===== src/rtl/gpio_bank_pkg.sv =====
`timescale 1ns/1ps
package gpio_bank_pkg;

    localparam int ADDR_W = 8;

    typedef enum logic [3:0] {
        REG_LEVEL = 4'h0,
        REG_ISEL  = 4'h1,
        REG_MASK  = 4'h2,
        REG_PATH  = 4'h3,
        REG_PATL  = 4'h4,
        REG_FLAG  = 4'h5
    } reg_sel_e;

    typedef enum logic [1:0] {
        ACC_BASE = 2'd0,
        ACC_SET  = 2'd1,
        ACC_CLR  = 2'd2,
        ACC_RSVD = 2'd3
    } acc_e;

    // {pattern-high, pattern-low} while the pin is an interrupt source
    typedef enum logic [1:0] {
        TRIG_LVL_LO = 2'b00,
        TRIG_LVL_HI = 2'b01,
        TRIG_FALL   = 2'b10,
        TRIG_RISE   = 2'b11
    } trig_e;

    typedef enum logic [1:0] {
        PMODE_FUNC,
        PMODE_GIN,
        PMODE_GOUT,
        PMODE_IRQ
    } pmode_e;

    typedef struct packed {
        logic       ok;
        logic [3:0] sel;
        acc_e       acc;
    } dec_t;

    function automatic dec_t decode_addr(logic [ADDR_W-1:0] a);
        dec_t d;
        d.sel = a[7:4];
        d.acc = acc_e'(a[3:2]);
        d.ok  = (a[1:0] == 2'b00) && (d.acc != ACC_RSVD);
        return d;
    endfunction

    function automatic pmode_e pin_mode(logic isel, logic msk, logic path);
        if (isel)       return PMODE_IRQ;
        else if (!msk)  return PMODE_FUNC;
        else if (path)  return PMODE_GIN;
        else            return PMODE_GOUT;
    endfunction

    function automatic logic trig_hit(trig_e t, logic now, logic prev);
        case (t)
            TRIG_RISE:   return now & ~prev;
            TRIG_FALL:   return ~now & prev;
            TRIG_LVL_HI: return now;
            default:     return ~now;
        endcase
    endfunction

endpackage


===== src/rtl/gpio_regfile.sv =====
`timescale 1ns/1ps
module gpio_regfile
    import gpio_bank_pkg::*;
#(
    parameter int N_PINS = 32
) (
    input  logic              clk,
    input  logic              rst,
    input  logic              wr_en,
    input  logic [ADDR_W-1:0] addr,
    input  logic [N_PINS-1:0] wdata,
    input  logic [N_PINS-1:0] level,
    input  logic [N_PINS-1:0] flag,
    output logic [N_PINS-1:0] rdata,
    output logic [N_PINS-1:0] isel_q,
    output logic [N_PINS-1:0] mask_q,
    output logic [N_PINS-1:0] path_q,
    output logic [N_PINS-1:0] patl_q,
    output logic [N_PINS-1:0] flag_clr
);

    localparam int N_CTL = 4;

    dec_t dec;
    assign dec = decode_addr(addr);

    // control vectors 0..3 sit at select codes 1..4
    for (genvar r = 0; r < N_CTL; r++) begin : g_ctl
        localparam logic [3:0] SEL    = 4'(r + 1);
        localparam logic       RST_HI = (r == 1) || (r == 2);
        logic [N_PINS-1:0] q;
        logic              hit;
        assign hit = wr_en && dec.ok && (dec.sel == SEL);
        always_ff @(posedge clk) begin
            if (rst) begin
                q <= {N_PINS{RST_HI}};
            end else if (hit) begin
                case (dec.acc)
                    ACC_BASE: q <= wdata;
                    ACC_SET:  q <= q | wdata;
                    ACC_CLR:  q <= q & ~wdata;
                    default:  q <= q;
                endcase
            end
        end
    end

    assign isel_q = g_ctl[0].q;
    assign mask_q = g_ctl[1].q;
    assign path_q = g_ctl[2].q;
    assign patl_q = g_ctl[3].q;

    assign flag_clr = (wr_en && dec.ok && dec.sel == REG_FLAG && dec.acc == ACC_CLR)
                      ? wdata : '0;

    always_comb begin
        rdata = '0;
        if (dec.ok) begin
            case (dec.sel)
                REG_LEVEL: rdata = level;
                REG_ISEL:  rdata = isel_q;
                REG_MASK:  rdata = mask_q;
                REG_PATH:  rdata = path_q;
                REG_PATL:  rdata = patl_q;
                REG_FLAG:  rdata = flag;
                default:   rdata = '0;
            endcase
        end
    end

endmodule


===== src/rtl/gpio_trig_detect.sv =====
`timescale 1ns/1ps
module gpio_trig_detect
    import gpio_bank_pkg::*;
#(
    parameter int N_PINS = 32
) (
    input  logic              clk,
    input  logic              rst,
    input  logic [N_PINS-1:0] pin_in,
    input  logic [N_PINS-1:0] isel,
    input  logic [N_PINS-1:0] path,
    input  logic [N_PINS-1:0] patl,
    input  logic [N_PINS-1:0] flag_clr,
    output logic [N_PINS-1:0] level,
    output logic [N_PINS-1:0] flag_q
);

    logic [N_PINS-1:0] meta_q, sync_q, prev_q, hit;

    always_ff @(posedge clk) begin
        if (rst) begin
            meta_q <= '0;
            sync_q <= '0;
            prev_q <= '0;
        end else begin
            meta_q <= pin_in;
            sync_q <= meta_q;
            prev_q <= sync_q;
        end
    end

    for (genvar i = 0; i < N_PINS; i++) begin : g_pin
        trig_e kind;
        assign kind   = trig_e'({path[i], patl[i]});
        assign hit[i] = isel[i] & trig_hit(kind, sync_q[i], prev_q[i]);
    end

    // a new trigger wins over a clear in the same cycle
    always_ff @(posedge clk) begin
        if (rst) flag_q <= '0;
        else     flag_q <= (flag_q & ~flag_clr) | hit;
    end

    assign level = sync_q;

endmodule


===== src/rtl/gpio_pin_drive.sv =====
`timescale 1ns/1ps
module gpio_pin_drive
    import gpio_bank_pkg::*;
#(
    parameter int N_PINS = 32
) (
    input  logic [N_PINS-1:0]   isel,
    input  logic [N_PINS-1:0]   mask,
    input  logic [N_PINS-1:0]   path,
    input  logic [N_PINS-1:0]   patl,
    output logic [N_PINS-1:0]   pin_out,
    output logic [N_PINS-1:0]   pin_oe,
    output logic [N_PINS-1:0]   func_en,
    output logic [2*N_PINS-1:0] func_sel
);

    for (genvar i = 0; i < N_PINS; i++) begin : g_pin
        pmode_e mode;
        assign mode            = pin_mode(isel[i], mask[i], path[i]);
        assign pin_oe[i]       = (mode == PMODE_GOUT);
        assign pin_out[i]      = (mode == PMODE_GOUT) & patl[i];
        assign func_en[i]      = (mode == PMODE_FUNC);
        assign func_sel[2*i+:2] = (mode == PMODE_FUNC) ? {path[i], patl[i]} : 2'b00;
    end

endmodule


===== src/rtl/gpio_bank_irq.sv =====
`timescale 1ns/1ps
module gpio_bank_irq
    import gpio_bank_pkg::*;
#(
    parameter int N_PINS = 32
) (
    input  logic                clk,
    input  logic                rst,
    input  logic [ADDR_W-1:0]   bus_addr,
    input  logic                bus_wr,
    input  logic [N_PINS-1:0]   bus_wdata,
    output logic [N_PINS-1:0]   bus_rdata,
    input  logic [N_PINS-1:0]   pin_in,
    output logic [N_PINS-1:0]   pin_out,
    output logic [N_PINS-1:0]   pin_oe,
    output logic [N_PINS-1:0]   func_en,
    output logic [2*N_PINS-1:0] func_sel,
    output logic                irq_out
);

    logic [N_PINS-1:0] isel_q, mask_q, path_q, patl_q;
    logic [N_PINS-1:0] flag_clr, flag_q, level;

    gpio_regfile #(.N_PINS(N_PINS)) u_regs (
        .clk      (clk),
        .rst      (rst),
        .wr_en    (bus_wr),
        .addr     (bus_addr),
        .wdata    (bus_wdata),
        .level    (level),
        .flag     (flag_q),
        .rdata    (bus_rdata),
        .isel_q   (isel_q),
        .mask_q   (mask_q),
        .path_q   (path_q),
        .patl_q   (patl_q),
        .flag_clr (flag_clr)
    );

    gpio_trig_detect #(.N_PINS(N_PINS)) u_trig (
        .clk      (clk),
        .rst      (rst),
        .pin_in   (pin_in),
        .isel     (isel_q),
        .path     (path_q),
        .patl     (patl_q),
        .flag_clr (flag_clr),
        .level    (level),
        .flag_q   (flag_q)
    );

    gpio_pin_drive #(.N_PINS(N_PINS)) u_drive (
        .isel     (isel_q),
        .mask     (mask_q),
        .path     (path_q),
        .patl     (patl_q),
        .pin_out  (pin_out),
        .pin_oe   (pin_oe),
        .func_en  (func_en),
        .func_sel (func_sel)
    );

    assign irq_out = |(flag_q & ~mask_q & isel_q);

endmodule


===== config.mk =====
export PLATFORM = sky130hd
export DESIGN_NAME = gpio_bank_irq
export DESIGN_NICKNAME = d
export VERILOG_FILES = /design/src/rtl/gpio_bank_pkg.sv /design/src/rtl/gpio_regfile.sv /design/src/rtl/gpio_trig_detect.sv /design/src/rtl/gpio_pin_drive.sv /design/src/rtl/gpio_bank_irq.sv
export SDC_FILE = /design/constraint.sdc
export NUM_CORES = 1
export LEC_CHECK = 0
export BUFFER_PORTS_ARGS = -buffer_cell sky130_fd_sc_hd__buf_2
export CORE_MARGIN = 5
export CORE_UTILIZATION = 60
export CTS_BUF_LIST = sky130_fd_sc_hd__clkbuf_2 sky130_fd_sc_hd__clkbuf_4 sky130_fd_sc_hd__clkbuf_8
export DETAILED_ROUTE_END_ITERATION = 12
export GPL_TIMING_DRIVEN = 0
export MAX_ROUTING_LAYER = met4
export PLACE_DENSITY = 0.88
export SLEW_MARGIN = 20
export SYNTH_ARGS = -nofsm -noshare
export SYNTH_HDL_FRONTEND = slang
export SYNTH_HIERARCHICAL = 1
export SYNTH_SLANG_ARGS = --single-unit

===== constraint.sdc =====
create_clock -name clk -period 5 [get_ports clk]
set_input_delay 1.5 -clock clk [delete_from_list [all_inputs] [get_ports clk]]
set_output_delay 1.5 -clock clk [all_outputs]
set_load 0.01 [all_outputs]

==> results of run 1 <==
-- metrics by stage --
step,hold WS (ns),instance area [sq um],setup slack (ns)
final,0.4315,16100,-0.01572
after global routing,0.4486,16100,0.003795
after global placement,0.4150,15190,-0.3764
after detailed placement,0.4234,15200,-0.3639
after floorplan,0.4138,13510,0.6937
after CTS,0.4358,16080,0.01570
-- synth_stat cells (3+ instances only) --
cell type  instances
nor2_1            72
and4bb_2          32
buf_1              5
mux4_2             7
mux2i_1           24
a22oi_1           32
ha_1               4
inv_1             39
clkbuf_1          49
nor4_1             4
dfxtp_1          256
a31oi_1           20
o22a_1            11
nand2_1          122
and2_1            32
o21bai_1          22
nand2b_1          35
buf_6              7
buf_4              7
xnor2_1           29
nor3b_1           96
a21oi_1           93
nor2b_1          144
a221o_1           44
a21boi_0           3
buf_2             38
o21ai_0           54
o21ba_2           22
o211ai_1          29
o22ai_1           15
a22o_1            14
a211oi_1          40
mux2_2            29
a222oi_1          14
xor2_1            29
o2bb2ai_1         14
-- report_power, final --
part	internal [mW]	leakage (nW)	switching, mW
combinational	0.154	4.21	0.287
clock	1.07	0.476	0.844
sequential	2.07	2.08	0.0237
-- final timing paths --
path,end,slack (ns)
min,u_trig/level[13],0.43
max reg2reg,u_trig/flag_q[0],3.90
min reg2reg,u_trig/level[13],0.43
max,bus_rdata[30],-0.02
-- worst max-delay path, cell delays in order --
cell and delay [ns]:
buf_2 0.15, buf_6 0.18, buf_2 0.36, buf_2 0.46
mux4_2 0.37, a22oi_1 0.25, nor2_1 0.08, buf_2 0.15
-- cell usage in the layout (no fill, tap or decap), types with 15 or more instances in the layout --
cell type / synthesis / routed
buf_2: 38 / 303
dfxtp_1: 256 / 256
nor2b_1: 144 / 144
nand2_1: 122 / 122
nor3b_1: 96 / 96
a21oi_1: 93 / 93
nor2_1: 72 / 72
clkbuf_8: 0 / 54
o21ai_0: 54 / 54
a221o_1: 44 / 44
clkbuf_1: 49 / 43
a211oi_1: 40 / 40
inv_1: 39 / 39
nand2b_1: 35 / 35
and4bb_2: 32 / 32
a22oi_1: 32 / 32
and2_1: 32 / 32
mux2_2: 29 / 29
xor2_1: 29 / 29
xnor2_1: 29 / 29
o211ai_1: 29 / 29
mux2i_1: 24 / 24
o21bai_1: 22 / 22
o21ba_2: 22 / 22
a31oi_1: 20 / 20
clkbuf_4: 0 / 17
o22ai_1: 15 / 15
-- state kept, by name, indices dropped and copies added (netlist names) --
signal,flops
u_regs/isel_q,32
u_regs/mask_q,32
u_regs/path_q,32
u_regs/patl_q,32
u_trig/flag_q,32
u_trig/level,32
u_trig/meta_q,32
u_trig/prev_q,32
-- per-layer routing --
layer / vias to the layer above / global-route usage (%)
li1: 6081 / -
met3: 278 / 10.66
met4: 0 / 22.84
met1: 6532 / 49.57
met5: - / -
met2: 1178 / 60.40
-- area by class of cell --
| cell class | count | area [sq um] | area share (%) |
|---|---|---|---|
| multi-input combinational | 1105 | 7717 | 47.92 |
| sequential | 256 | 5125 | 31.82 |
| timing repair buffer | 265 | 1326 | 8.236 |
| clock buffer | 68 | 848.3 | 5.268 |
| buffer | 105 | 539.3 | 3.349 |
| tap | 285 | 356.6 | 2.214 |
| inverter | 39 | 146.4 | 0.9090 |
| clock inverter | 6 | 30.03 | 0.1865 |
| antenna | 6 | 15.01 | 0.09323 |
-- cell families after synthesis --
kind of cell | count (synthesis) | share of synthesized area (%)
and+or+nand+nor | 552 | 24.68
AOI/OAI and AO/OA | 431 | 22.93
DFF | 256 | 37.94
buffers and inverters | 145 | 4.965
muxes | 60 | 5.363
xor gates and xnor gates | 58 | 3.761
adders and majority gates | 4 | 0.3705
==> impl_metrics.py, run 1 <==
metrics = {
    "status": {
        "outcome": "finished with violations",
        "violations": "setup timing",
    },
    "synthesis": {
        "seq_area_frac_synth_pct": 37.94,
        "yosysWarnings": 6,
        "synth_area_leader_cell": "dfxtp_1",
        "yosysUniqueCellTypes": 48,
        "syn_area_per_cell_sq_um": 8.969,
        "synth_area_leaders": "dfxtp_1 38%, nor2b_1 6.7%, nor3b_1 5.3%, a21oi_1 3.4%, nand2_1 3.4%",
        "yosys.area.top_type_share_pct": 37.94,
        "synth_nets": 1585,
        "synth_cells": 1506,
        "synth_flop_cell": "dfxtp_1",
        "synth_edf_count": 0,
        "synthArstFlopShare_pct": 0,
        "synth_area_sq_um": 13510,
        "ys_ff_latch": 256,
    },
    "route": {
        "routedWlPerCell_microns": 25.04,
        "wl_met1_mm": 19.48,
        "wl_met2_mm": 22.96,
        "wl_met3_mm": 7.568,
        "first_pass_iters": 6,
        "via_per_inst": 6.590,
        "drt_iter0_markers": 1972,
        "wirelength_mm": 53.46,
        "postRouteAntennaNets": 0,
        "vias": 14069,
        "dr.max_layer_used": "met4",
        "drc": 0,
    },
    "timing": {
        "hold_violations": 0,
        "clock_skew_ns": 0.01232,
        "rsz0062_at_grt": "no",
        "maxSlewViolCount": 0,
        "finalSetupViolations": 2,
        "finalCritPeriodShare_pct": 100.3,
        "min_period_ns": 5.016,
        "fin_ws_ns": -0.01572,
        "finalSetupTns_ns": -0.02121,
        "max_freq_mhz": 199.4,
        "max_slew_margin_pct": 29.86,
        "worst_pin_slew_ns": 1.052,
    },
    "clock_network": {
        "clockBufferDepth": 3,
        "cts_inserted_buffers": 42,
        "cts_max_level": 2,
        "cts_tree": "yes",
        "cts-root-buf": "clkbuf_8",
        "cts_resized": 8,
        "clkSlewWorstSetupHoldPaths_ns": 0.06,
        "post-cts-setup-buffers": 0,
        "ctsHoldBuffers": 0,
        "clk_latency_ns": 0.55,
        "cts_num_sinks": 256,
    },
    "floorplanning": {
        "pin_count": 268,
        "die_area_sq_um": 25610,
        "core-area_sq_um": 22430,
        "start_util_pct": 60.21,
        "die_w_microns": 160.0,
        "die_y_microns": 160.0,
        "fp-row-count": 55,
    },
    "layout": {
        "nets": 1893,
        "syn2layout_area_growth_pct": 19.22,
        "final_cells": 2135,
        "n_fill_cell": 1765,
        "fin_util_pct": 71.78,
        "drive_gt1_share_pct": 26.90,
    },
    "global_routing": {
        "antenna_found_initial": 4,
        "grt_pass1_wl_mm": 79.34,
        "grt_usage_pct": 40.41,
        "grt_pass1_vias": 13651,
        "grt_max_degree": 20,
        "overflow": 0,
    },
    "worst_hold_path": {
        "hp-start": "u_trig/meta_q[13]",
        "hold_depth": 1,
        "hp-class": "reg2reg",
    },
    "place": {
        "hpwlAfterDp_mm": 36.89,
        "gp_congestion": 1.010,
        "placedCellCount": 2056,
        "io_buffer_count": 265,
    },
    "critical_path": {
        "crit_path_end_kind": "output port",
        "r2r_cells": 3,
        "required_ns": 3.50,
        "start_kind": "primary input",
        "crit_fanout": 10,
        "reg2reg_from": "u_regs/path_q[0]",
        "worstSetupStartpoint": "bus_addr[4]",
        "critPathKind": "in2out",
        "cp.arrival_ns": 3.52,
    },
    "power": {
        "finalPower_mw": 4.453,
        "power_density_nw_per_um2": 276.5,
        "leakagePower_nw": 6.764,
        "ir_worst_vdd_v": 0.0001870,
    },
    "job": {
        "drv_cap": 0,
    },
}
Power figures use the tool's default switching activity.
==> run 2, diff against run 1 <==
- CORE_UTILIZATION: 60 -> 45
- PLACE_DENSITY: 0.88 -> 0.69
==> run 2 against run 1 <==
Compared with the run above:
- die area grew 31%
- the run still ends with setup timing left
- register-to-register slack is essentially flat
- clock power grew 14%
- sequential share of layout area shrank 0.55 points
- final area grew 1.8%
- critical path depth shrank 1
- fmax grew 0.22%
- first-iteration DRC count shrank 2.4%
- via count shrank 1.8%
- hold slack gained 0.0014 ns
==> impl_metrics.py, run 2 (synthesized netlist as in run 1, its figures left out) <==
metrics = {
    "status": {
        "outcome": "finished with violations",
        "violations": "setup timing",
    },
    "clock_network": {
        "cts_tree": "yes",
        "cts_num_sinks": 256,
        "cts_max_level": 2,
        "cts-root-buf": "clkbuf_8",
        "clkSlewWorstSetupHoldPaths_ns": 0.06,
        "clk_latency_ns": 0.57,
        "clockBufferDepth": 3,
        "cts_inserted_buffers": 44,
    },
    "critical_path": {
        "cpMostUsedCell": "buf_2",
        "start_kind": "primary input",
        "worst_path_max_delay_cell": "clkbuf_1",
        "path_cells": "buf_2 > buf_2 > nor2_1 > clkbuf_1 > a222oi_1 > nor2_1 > buf_2",
        "crit_path_max_incr_delay_ns": 0.81,
        "critPathKind": "in2out",
        "cp.arrival_ns": 3.50,
        "crit_fanout": 10,
        "required_ns": 3.50,
        "crit_path_end_kind": "output port",
    },
    "power": {
        "clkPwrFrac_pct": 46.1,
        "swShare_pct": 25.60,
        "comb_power_share_pct": 9.5,
        "p_sw_mw": 1.209,
        "power_density_nw_per_um2": 288.1,
        "p_int_mw": 3.513,
        "seq_power_share_pct": 44.4,
        "ir_worst_vdd_v": 0.0002351,
        "leakagePower_nw": 6.827,
    },
    "global_routing": {
        "overflow": 0,
        "grt_pass1_vias": 13236,
        "grt_pass1_wl_mm": 82.88,
        "grt_max_degree": 20,
        "antenna_found_initial": 5,
        "grt_usage_pct": 33.18,
    },
    "timing": {
        "hold_violations": 0,
        "clock_skew_ns": 0.01891,
        "finalCritPeriodShare_pct": 100.1,
        "fin_ws_ns": -0.004904,
        "maxSlewViolCount": 0,
        "rsz0062_at_grt": "no",
        "finalSetupTns_ns": -0.004904,
        "worst_pin_slew_ns": 1.072,
        "max_slew_margin_pct": 28.56,
        "min_period_ns": 5.005,
        "finalSetupViolations": 1,
        "max_freq_mhz": 199.8,
    },
    "route": {
        "drt_iter0_markers": 1924,
        "routedWlPerCell_microns": 25.27,
        "postRouteAntennaNets": 0,
        "via_per_inst": 6.152,
        "wirelength_mm": 56.76,
        "vias": 13817,
        "first_pass_iters": 9,
        "drc": 0,
    },
    "layout": {
        "drive_gt1_share_pct": 27.14,
        "regArea_sq_um": 5125,
        "fin_util_pct": 55.30,
        "nets": 1895,
        "final_common_cell": "buf_2",
        "multiInputGateArea_sq_um": 7717,
        "n_fill_cell": 2785,
        "finalInstanceArea_sq_um": 16390,
        "final_cell_mix": "302 x buf_2, 256 x dfxtp_1, 144 x nor2b_1",
        "syn2layout_area_growth_pct": 21.33,
    },
    "floorplanning": {
        "die_y_microns": 183.3,
        "die_w_microns": 183.3,
        "start_util_pct": 45.58,
        "core-area_sq_um": 29640,
        "die_area_sq_um": 33580,
        "fp-row-count": 63,
        "pin_count": 268,
    },
    "place": {
        "pre_cts_ws_ns": -0.4593,
        "gp_congestion": 1.008,
        "hpwlAfterDp_mm": 39.59,
        "io_buffer_count": 265,
        "placed_area_sq_um": 15330,
    },
    "worst_hold_path": {
        "hp-class": "reg2reg",
    },
    "job": {
        "drv_cap": 0,
    },
}
-- run 2: changes by cell type in the layout (fill, tap and decap cells not counted), sizes merged --
cell	change
clkbuf	+4
clkinvlp	+2
clkinv	-2
bufinv	+2
-- run 2: power by group through the flow --
stage          logic [mW]  clock network, mW  registers, mW
3_5_place_dp        0.427                  0           2.14
5_1_grt             0.463               2.28           2.10
3_3_place_gp        0.420                  0           2.14
6_report            0.448               2.18           2.10
2_1_floorplan       0.251                  0           2.13
4_1_cts             0.428               2.19           2.10
-- run 2: worst max-delay path: cells and delay by family --
kind,cells,cell delay (ns)
compound gates,1,0.25
buf+inv,4,1.31
simple gates,2,0.44
-- run 2: area by class of cell --
class,instances,area share (%)
Multi-Input combinational cell,1105,47.09
Clock buffer,72,5.703
Tap cell,390,2.977
Buffer,105,3.306
Inverter,39,0.8932
Sequential cell,256,31.27
Clock inverter,8,0.5802
Timing Repair Buffer,265,8.092
Antenna cell,6,0.09161
-- run 2: final timing paths --
kind	from	to	slack, ns	cells after the start
max reg2reg	u_regs/path_q[0]	u_trig/flag_q[0]	3.89	3
min reg2reg	u_trig/meta_q[26]	u_trig/level[26]	0.43	1
min	u_trig/meta_q[26]	u_trig/level[26]	0.43	1
max	bus_addr[5]	bus_rdata[28]	-0.005	7
-- run 2: stage by stage --
stage               hold slack, ns  cells  power (mW)
floorplan                   0.4138   1506       2.385
global placement            0.4151   2161       2.562
detailed placement          0.4228   2161       2.569
CTS                         0.4356   2240       4.718
global route                0.4533   2245       4.846
finish                      0.4328   2246       4.722
-- run 2: per-layer routing --
layer / GRT usage [%] / part of all wire, % / vias to the layer above
met4: 14.87 / 4.7 / 0
met3: 5.811 / 11 / 214
met1: 44.41 / 41 / 6565
met5: - / 0 / -
li1: - / - / 6095
met2: 49.17 / 43 / 943
-- run 2: timing repair --
item,in CTS,in global routing
gates resized for setup,12,6
endpoints found under the setup margin,31,23
hold buffers,0,0
setup buffers,0,0
hold endpoints to repair,0,0
==> run 3, diff against run 2 <==
- CORE_UTILIZATION: 45 -> 62
- PLACE_DENSITY: 0.69 -> 0.9
==> run 3 against run 2 <==
Compared with the run above:
- register-to-register slack barely moved
- total power fell by 3.1%
- critical path type unchanged
- core utilization up 19 points
- the flow still finishes with violations (setup timing)
==> impl_metrics.py, run 3 (synthesized netlist as in run 1, its figures left out) <==
metrics = {
    "clock_network": {
        "clockBufferDepth": 3,
        "ctsHoldBuffers": 0,
        "cts_max_level": 2,
        "post-cts-setup-buffers": 0,
        "cts_tree": "yes",
        "clk_latency_ns": 0.55,
        "cts-root-buf": "clkbuf_8",
        "cts_num_sinks": 256,
        "clkSlewWorstSetupHoldPaths_ns": 0.06,
        "cts_inserted_buffers": 42,
    },
    "timing": {
        "worst_pin_slew_ns": 1.086,
        "max_freq_mhz": 197.7,
        "hold_violations": 0,
        "clock_skew_ns": 0.01429,
        "finalSetupViolations": 6,
        "maxSlewViolCount": 0,
        "fin_ws_ns": -0.05884,
        "max_slew_margin_pct": 27.58,
        "finalCritPeriodShare_pct": 101.2,
        "min_period_ns": 5.059,
        "rsz0062_at_grt": "no",
    },
    "layout": {
        "final_cell_mix": "302 x buf_2, 256 x dfxtp_1, 143 x nor2b_1",
        "final_common_cell": "buf_2",
        "n_fill_cell": 1614,
        "final_cells": 2127,
        "nets": 1893,
        "drive_gt1_share_pct": 26.99,
        "syn2layout_area_growth_pct": 19.64,
    },
    "global_routing": {
        "overflow": 0,
        "grt_pass1_wl_mm": 79.10,
        "grt_max_degree": 20,
        "grt_usage_pct": 42.72,
        "grt_pass1_vias": 13691,
        "antenna_found_initial": 2,
    },
    "critical_path": {
        "r2r_cells": 3,
        "path_cells": "buf_2 > buf_2 > nor2_1 > clkbuf_1 > a222oi_1 > nor2_1 > buf_2",
        "worst_path_max_delay_cell": "clkbuf_1",
        "worstSetupStartpoint": "bus_addr[5]",
        "crit_path_end_kind": "output port",
        "rr_endpoint": "u_trig/flag_q[0]",
        "required_ns": 3.50,
        "critPathKind": "in2out",
        "cp_num_buf_inv": 4,
        "cp_top_family": "buffers and inverters",
        "start_kind": "primary input",
        "ff2ff_setup_slack_ns": 3.90,
        "cpMostUsedCell": "buf_2",
        "cp.arrival_ns": 3.56,
        "cp.depth": 7,
        "reg2reg_from": "u_regs/path_q[0]",
        "crit_fanout": 10,
        "crit_path_end": "bus_rdata[28]",
        "crit_path_max_incr_delay_ns": 0.83,
    },
    "place": {
        "gp_congestion": 1.032,
        "pre_cts_ws_ns": -0.3371,
        "placedCellCount": 2051,
        "hpwlAfterDp_mm": 37.25,
        "io_buffer_count": 265,
    },
    "power": {
        "ir_worst_vdd_v": 0.0002057,
        "leakagePower_nw": 6.796,
        "finalPower_mw": 4.575,
        "power_density_nw_per_um2": 283.1,
    },
    "status": {
        "outcome": "finished with violations",
        "violations": "setup timing",
    },
    "floorplanning": {
        "die_w_microns": 157.6,
        "pin_count": 268,
        "fp-row-count": 54,
        "core-area_sq_um": 21620,
        "die_y_microns": 157.6,
        "die_area_sq_um": 24840,
        "start_util_pct": 62.48,
    },
    "route": {
        "wirelength_mm": 53.55,
        "vias": 14182,
        "drc": 0,
        "routedWlPerCell_microns": 25.18,
        "via_per_inst": 6.668,
        "drt_iter0_markers": 2330,
        "first_pass_iters": 6,
        "postRouteAntennaNets": 0,
    },
    "job": {
        "drv_cap": 0,
    },
    "worst_hold_path": {
        "hp-class": "reg2reg",
    },
}
==> run 3: power by group <==
part / switching [mW] / internal [mW]
registers: 0.0239 / 2.07
logic: 0.292 / 0.154
clock network: 0.854 / 1.18
total: 1.17 / 3.41
==> run 3: worst min-delay path by stage <==
stage | start | end | slack [ns] | depth (start not counted)
5_1_grt | u_trig/meta_q[10] | u_trig/level[10] | 0.45 | 1
6_report | u_trig/meta_q[12] | u_trig/level[12] | 0.43 | 1
4_1_cts | u_trig/meta_q[1] | u_trig/level[1] | 0.44 | 1
2_1_floorplan | u_trig/meta_q[0] | u_trig/level[0] | 0.41 | 1
3_5_place_dp | u_trig/meta_q[1] | u_trig/level[1] | 0.42 | 1
3_3_place_gp | u_trig/meta_q[5] | u_trig/level[5] | 0.42 | 1
==> run 3: cell type report <==
cell class                      count  area [sq um]  share of cell area, %
Tap cell                          280         350.3                  2.168
Sequential cell                   256          5125                  31.71
Multi-Input combinational cell   1105          7726                  47.81
Antenna cell                        2         5.005                0.03097
Clock inverter                      8         90.09                 0.5574
Buffer                            105         544.3                  3.368
Inverter                           39         146.4                 0.9059
Timing Repair Buffer              265          1326                  8.207
Clock buffer                       67         847.1                  5.242
==> run 3: layer usage <==
| metal | part of all wire (%) | global-route usage, % |
|---|---|---|
| met3 | 15 | 10.80 |
| met5 | 0 | - |
| met1 | 36 | 54.21 |
| met4 | 6.8 | 23.88 |
| met2 | 42 | 62.28 |
==> run 3: metrics by stage <==
step	setup TNS [ns]	instance area (sq um)	hold slack (ns)	utilization (%)
global placement	-6.436	15180	0.4156	70.23
floorplan	0	13510	0.4138	-
finish	-0.1120	16160	0.4347	74.75
CTS	0	16140	0.4377	74.64
global route	0	16160	0.4522	74.75
detailed placement	-6.849	15190	0.4247	70.25
==> run 3: repair_timing <==
| item | CTS | global route |
|---|---|---|
| endpoints found under the setup margin | 31 | 23 |
| cloned | 0 | 0 |
| hold endpoints to repair | 0 | 0 |
| gates resized for setup | 8 | 12 |
